==> src/rtl/tw_pkg.sv <==
package tw_pkg;

    // Interrupt flag pair held by the flag register
    typedef struct packed {
        logic tick;
        logic wdog;
    } irq_flags_t;

endpackage

==> src/rtl/tw_divider.sv <==
module tw_divider #(
    parameter int CNT_W   = 15,
    parameter int TAP_IDX = 8,
    parameter int OUT_IDX = 14
) (
    input  logic clk,
    input  logic rst,
    input  logic step,
    output logic tap,
    output logic slow
);

    localparam logic [CNT_W-1:0] ONE = {{(CNT_W-1){1'b0}}, 1'b1};

    typedef struct packed {
        logic [CNT_W-1:0] cnt;
    } div_state_t;

    div_state_t st_d, st_q;

    always_comb begin
        st_d = st_q;
        if (step) begin
            st_d.cnt = st_q.cnt + ONE;
        end
    end

    always_ff @(posedge clk) begin
        if (rst) begin
            st_q <= '0;
        end else begin
            st_q <= st_d;
        end
    end

    assign tap  = st_q.cnt[TAP_IDX];
    assign slow = st_q.cnt[OUT_IDX];

endmodule

==> src/rtl/tw_edge.sv <==
module tw_edge (
    input  logic clk,
    input  logic rst,
    input  logic level,
    output logic rise
);

    typedef struct packed {
        logic prev;
    } edge_state_t;

    edge_state_t st_d, st_q;

    always_comb begin
        st_d      = st_q;
        st_d.prev = level;
    end

    always_ff @(posedge clk) begin
        if (rst) begin
            st_q <= '0;
        end else begin
            st_q <= st_d;
        end
    end

    assign rise = level & ~st_q.prev;

endmodule

==> src/rtl/tw_irq_flags.sv <==
module tw_irq_flags
    import tw_pkg::*;
(
    input  logic clk,
    input  logic rst,
    input  logic tick_edge,
    input  logic clr,
    output logic tick_irq,
    output logic wdog_irq
);

    irq_flags_t fl_d, fl_q;

    always_comb begin
        fl_d = fl_q;
        if (tick_edge && clr) begin
            // new tick wins over the clear; watchdog is cleared, not set
            fl_d.tick = 1'b1;
            fl_d.wdog = 1'b0;
        end else if (tick_edge) begin
            fl_d.tick = 1'b1;
            fl_d.wdog = fl_q.wdog | fl_q.tick;
        end else if (clr) begin
            fl_d.tick = 1'b0;
            fl_d.wdog = 1'b0;
        end
    end

    always_ff @(posedge clk) begin
        if (rst) begin
            fl_q <= '0;
        end else begin
            fl_q <= fl_d;
        end
    end

    assign tick_irq = fl_q.tick;
    assign wdog_irq = fl_q.wdog;

endmodule

==> src/rtl/tick_wdog_gen.sv <==
module tick_wdog_gen #(
    parameter int DIV_BITS = 15,
    parameter int TAP_BIT  = 8,
    parameter int DATA_W   = 32
) (
    input  logic              clk,
    input  logic              rst,
    input  logic              osc_en,
    input  logic              clr_wr,
    input  logic [DATA_W-1:0] clr_data,
    output logic              tick_irq,
    output logic              wdog_irq,
    output logic              rtc_1hz
);

    localparam int SLOW_BIT = DIV_BITS - 1;

    logic tap_lvl;
    logic tick_edge;
    logic clr_data_unused;

    // the written value carries no meaning for the clear
    assign clr_data_unused = ^clr_data;

    tw_divider #(
        .CNT_W   (DIV_BITS),
        .TAP_IDX (TAP_BIT),
        .OUT_IDX (SLOW_BIT)
    ) u_div (
        .clk  (clk),
        .rst  (rst),
        .step (osc_en),
        .tap  (tap_lvl),
        .slow (rtc_1hz)
    );

    tw_edge u_edge (
        .clk   (clk),
        .rst   (rst),
        .level (tap_lvl),
        .rise  (tick_edge)
    );

    tw_irq_flags u_flags (
        .clk       (clk),
        .rst       (rst),
        .tick_edge (tick_edge),
        .clr       (clr_wr),
        .tick_irq  (tick_irq),
        .wdog_irq  (wdog_irq)
    );

endmodule

==> config.mk <==
export PLATFORM = sky130hd
export DESIGN_NAME = tick_wdog_gen
export DESIGN_NICKNAME = d
export VERILOG_FILES = /design/src/rtl/tw_pkg.sv /design/src/rtl/tw_divider.sv /design/src/rtl/tw_edge.sv /design/src/rtl/tw_irq_flags.sv /design/src/rtl/tick_wdog_gen.sv
export SDC_FILE = /design/constraint.sdc
export NUM_CORES = 1
export LEC_CHECK = 0
export CORE_MARGIN = 2
export CORE_UTILIZATION = 42
export DETAILED_ROUTE_END_ITERATION = 8
export HOLD_SLACK_MARGIN = 0.03
export PLACE_DENSITY = 0.82
export SYNTH_ARGS = -nofsm -noshare
export SYNTH_HDL_FRONTEND = slang
export SYNTH_SLANG_ARGS = --single-unit
==> constraint.sdc <==
create_clock -name clk -period 2.7 [get_ports clk]
set_input_delay 0.54 -clock clk [delete_from_list [all_inputs] [get_ports clk]]
set_output_delay 0.54 -clock clk [all_outputs]
set_load 0.005 [all_outputs]
==> qor.json <==
{
  "run_status": {"value": "completed"},
  "floorplan.initialDensity": {"value": 0.458},
  "fmaxAchievable": {"value": 506, "unit": "MHz"},
  "global_route.usage.met2": {"value": 0.229},
  "cts-resized-gates": {"value": 0},
  "final.setup.tns": {"value": 0, "unit": "ps"},
  "cp_data_arrival_time": {"value": 2170, "unit": "ps"},
  "drt-total-wl": {"value": 1.33, "unit": "mm"},
  "antenna_left": {"value": 0},
  "synthDominantCellAreaShare": {"value": 0.441},
  "num-nets-final": {"value": 134},
  "die_area": {"value": 2310, "unit": "µm²"},
  "global_route.overflow_total": {"value": 0},
  "gp_congestion": {"value": 0.777},
  "number_of_buffers_created_by_cts": {"value": 3},
  "clock_latency_of_the_later_clocked_register_in_the_worst_skew_pair": {"value": 300, "unit": "ps"},
  "grt_first_pass_wirelength": {"value": 2.16, "unit": "mm"},
  "yosysTopAreaCell": {"value": "sky130_fd_sc_hd__dfxtp_1"},
  "drt-pass1-iter-count": {"value": 4},
  "port-buffer-count": {"value": 6},
  "cts_root_buf": {"value": "sky130_fd_sc_hd__clkbuf_4"},
  "synthArstFlopShare": {"value": 0},
  "grt_max_degree": {"value": 20},
  "yosys.area_share.xor_xnor": {"value": 0.0429},
  "synth_commonest_cells": {"value": "18 x sky130_fd_sc_hd__dfxtp_1, 11 x sky130_fd_sc_hd__nor2_1, 6 x sky130_fd_sc_hd__nor2b_1, 5 x sky130_fd_sc_hd__a21oi_1, 5 x sky130_fd_sc_hd__nor4_1"},
  "grt.busiest_layer": {"value": "met2"},
  "die_height": {"value": 48.1, "unit": "µm"},
  "ioPinCount": {"value": 39},
  "number_of_distinct_library_cell_variants_in_the_gate_level_netlist_after_synthesis": {"value": 27},
  "synth_compound_area_frac": {"value": 0.0720},
  "synth_most_common_cell": {"value": "sky130_fd_sc_hd__dfxtp_1"},
  "cp_max_fanout": {"value": 9},
  "worst_pin_slew": {"value": 612, "unit": "ps"},
  "drv_slew": {"value": 0},
  "antenna_found_initial": {"value": 0},
  "syn-cell-area": {"value": 817, "unit": "µm²"},
  "ctsHtreeMaxLevel": {"value": 1},
  "setup_viol_count_final": {"value": 0},
  "cts_max_path_buffers": {"value": 2},
  "synth_mux_area_frac": {"value": 0.0949},
  "synthesis.nets": {"value": 126},
  "synth_seq_area_share": {"value": 0.441},
  "detail_routed_via_count_per_cell": {"value": 5.45},
  "report.final.hold_viol_count": {"value": 0},
  "core.rowCount": {"value": 15},
  "top_ff_cell_synth": {"value": "sky130_fd_sc_hd__dfxtp_1"},
  "synth_edf_count": {"value": 0},
  "placed_cells": {"value": 117},
  "globalRouteMet1Util": {"value": 0.159},
  "syn-mean-instance-area": {"value": 9.18, "unit": "µm²"},
  "synth_top_family_by_area": {"value": "simple AND/OR/NAND/NOR gates"},
  "cp.required": {"value": 2890, "unit": "ps"},
  "ys_ff_latch": {"value": 18},
  "number_of_setup_buffers_added_after_cts": {"value": 0},
  "synth.yosys.warnings": {"value": 0},
  "first_iter_violations": {"value": 14},
  "fin_worst_skew": {"value": 3.37, "unit": "ps"},
  "synthesis.instances": {"value": 89},
  "max_slew_margin": {"value": 0.591},
  "number_of_drc_violations_after_detailed_routing": {"value": 0},
  "power.density_cell_area": {"value": 497, "unit": "nW/µm²"},
  "finalCriticalPeriod": {"value": 1980, "unit": "ps"},
  "critical_path.startpoint_type": {"value": "primary input"},
  "stdcell_area": {"value": 928, "unit": "µm²"},
  "min-delay-path-class": {"value": "register to register"},
  "fillers": {"value": 167},
  "critPathKind": {"value": "primary input to register"},
  "die_width": {"value": 48.1, "unit": "µm"},
  "fin_util": {"value": 0.521},
  "grt_pass1_vias": {"value": 549},
  "synth_area_leaders": {"value": "sky130_fd_sc_hd__dfxtp_1 44%, sky130_fd_sc_hd__mux2_2 5.5%, sky130_fd_sc_hd__nor2_1 5.1%, sky130_fd_sc_hd__nor2b_1 4.6%, sky130_fd_sc_hd__nor4_1 3.8%"},
  "tritoncts_clock_tree": {"value": "done"},
  "fin_ws": {"value": 723, "unit": "ps"},
  "core": {"value": 1780, "unit": "µm²"},
  "grtUsageMet3": {"value": 0.0222},
  "ir_worst_vdd": {"value": 0.000373, "unit": "V"},
  "dp_worst_setup_slack": {"value": 416, "unit": "ps"},
  "critical_path.endpoint_type": {"value": "register"},
  "clk_pin_slew_worst_paths": {"value": 100, "unit": "ps"},
  "max-cap-violations": {"value": 0},
  "clock-sinks": {"value": 18},
  "syn_to_final_growth": {"value": 13.6, "unit": "%"},
  "synth_simple_gate_area_frac": {"value": 0.291},
  "place.detailed.hpwl": {"value": 914, "unit": "µm"},
  "drive_gt1_frac": {"value": 0.115},
  "vias": {"value": 660},
  "placement.cell_area": {"value": 892, "unit": "µm²"},
  "stdcell_count": {"value": 121},
  "post_cts_hold_buffer_count": {"value": 0},
  "diodes": {"value": 0},
  "leakage": {"value": 0.315, "unit": "nW"},
  "grt_setup_unrepaired": {"value": "no"},
  "synth_fa_ha_area_frac": {"value": 0.0153},
  "groute.usage.overall": {"value": 0.136},
  "share_of_the_clock_period_used_by_the_worst_path": {"value": 0.732},
  "drt-wirelength-per-cell": {"value": 11.0, "unit": "µm"}
}
[cell families after synthesis]
group | after synthesis
flops | 18
simple gates | 42
fa+ha+maj | 1
xor+xnor | 4
compound gates | 10
buf+inv | 7
mux | 7
[power by group]
group	leakage (nW)	switching, mW	internal, mW
Clock	0.0210	0.0842	0.0823
Combinational	0.149	0.0115	0.0103
Sequential	0.145	0.00454	0.269
[worst max-delay path: stages]
cell and delay (ps):
sky130_fd_sc_hd__clkdlybuf4s50_1 660, sky130_fd_sc_hd__nand4_4 190, sky130_fd_sc_hd__nor4_1 400, sky130_fd_sc_hd__mux2_2 370
[metal layers]
| layer | vias up | routed length, µm |
|---|---|---|
| met5 | - | 0 |
| met4 | 0 | 40 |
| met3 | 7 | 51 |
| met2 | 16 | 595 |
| met1 | 307 | 641 |
| li1 | 330 | - |
[sequential cells by signal, indices dropped and copies added (netlist names)]
name	flops
u_flags.wdog_irq	1
u_edge.st_q	1
u_flags.tick_irq	1
u_div.st_q	15
[cell usage in the layout, fill, tap and decap left out]
master                             n
sky130_fd_sc_hd__a21oi_1           5
sky130_fd_sc_hd__a31oi_1           1
sky130_fd_sc_hd__buf_4             1
sky130_fd_sc_hd__clkbuf_4          3
sky130_fd_sc_hd__clkbuf_8          1
sky130_fd_sc_hd__clkdlybuf4s50_1   6
sky130_fd_sc_hd__dfxtp_1          18
sky130_fd_sc_hd__ha_1              1
sky130_fd_sc_hd__inv_1             3
sky130_fd_sc_hd__mux2_1            2
sky130_fd_sc_hd__mux2_2            4
sky130_fd_sc_hd__mux2i_1           1
sky130_fd_sc_hd__nand2_1           4
sky130_fd_sc_hd__nand2_2           1
sky130_fd_sc_hd__nand2b_1          1
sky130_fd_sc_hd__nand3_1           3
sky130_fd_sc_hd__nand4_1           4
sky130_fd_sc_hd__nand4_4           1
sky130_fd_sc_hd__nor2_1           11
sky130_fd_sc_hd__nor2b_1           6
sky130_fd_sc_hd__nor3_1            2
sky130_fd_sc_hd__nor4_1            5
sky130_fd_sc_hd__o21ai_0           1
sky130_fd_sc_hd__o31ai_1           3
sky130_fd_sc_hd__or3_1             1
sky130_fd_sc_hd__or4_1             3
sky130_fd_sc_hd__xnor2_1           1
sky130_fd_sc_hd__xor2_1            3
[stage by stage]
step	power, mW	hold WS, ps
global route	0.479	524
finish	0.462	494
CTS	0.467	500
floorplan	0.293	465
global placement	0.300	476
detailed placement	0.301	485
[worst paths after layout]
check                                start                            end  slack [ps]  cells after the start
min reg2reg  u_flags.tick_irq$_SDFFE_PP0P_  u_flags.tick_irq$_SDFFE_PP0P_         490                      2
min          u_flags.tick_irq$_SDFFE_PP0P_  u_flags.tick_irq$_SDFFE_PP0P_         490                      2
max                                 osc_en    u_div.st_q[13]$_SDFFE_PP0P_         720                      4
max reg2reg     u_div.st_q[0]$_SDFFE_PP0P_    u_div.st_q[12]$_SDFFE_PP0P_        1060                      4
[layout make-up]
cell class | instances | area, µm² | area share
Sequential cell | 18 | 360 | 0.388
Multi-Input combinational cell | 64 | 422 | 0.454
Clock buffer | 4 | 36.3 | 0.0391
Timing Repair Buffer | 7 | 67.6 | 0.0728
Tap cell | 25 | 31.3 | 0.0337
Inverter | 3 | 11.3 | 0.0121
Power figures use the tool's default switching activity.
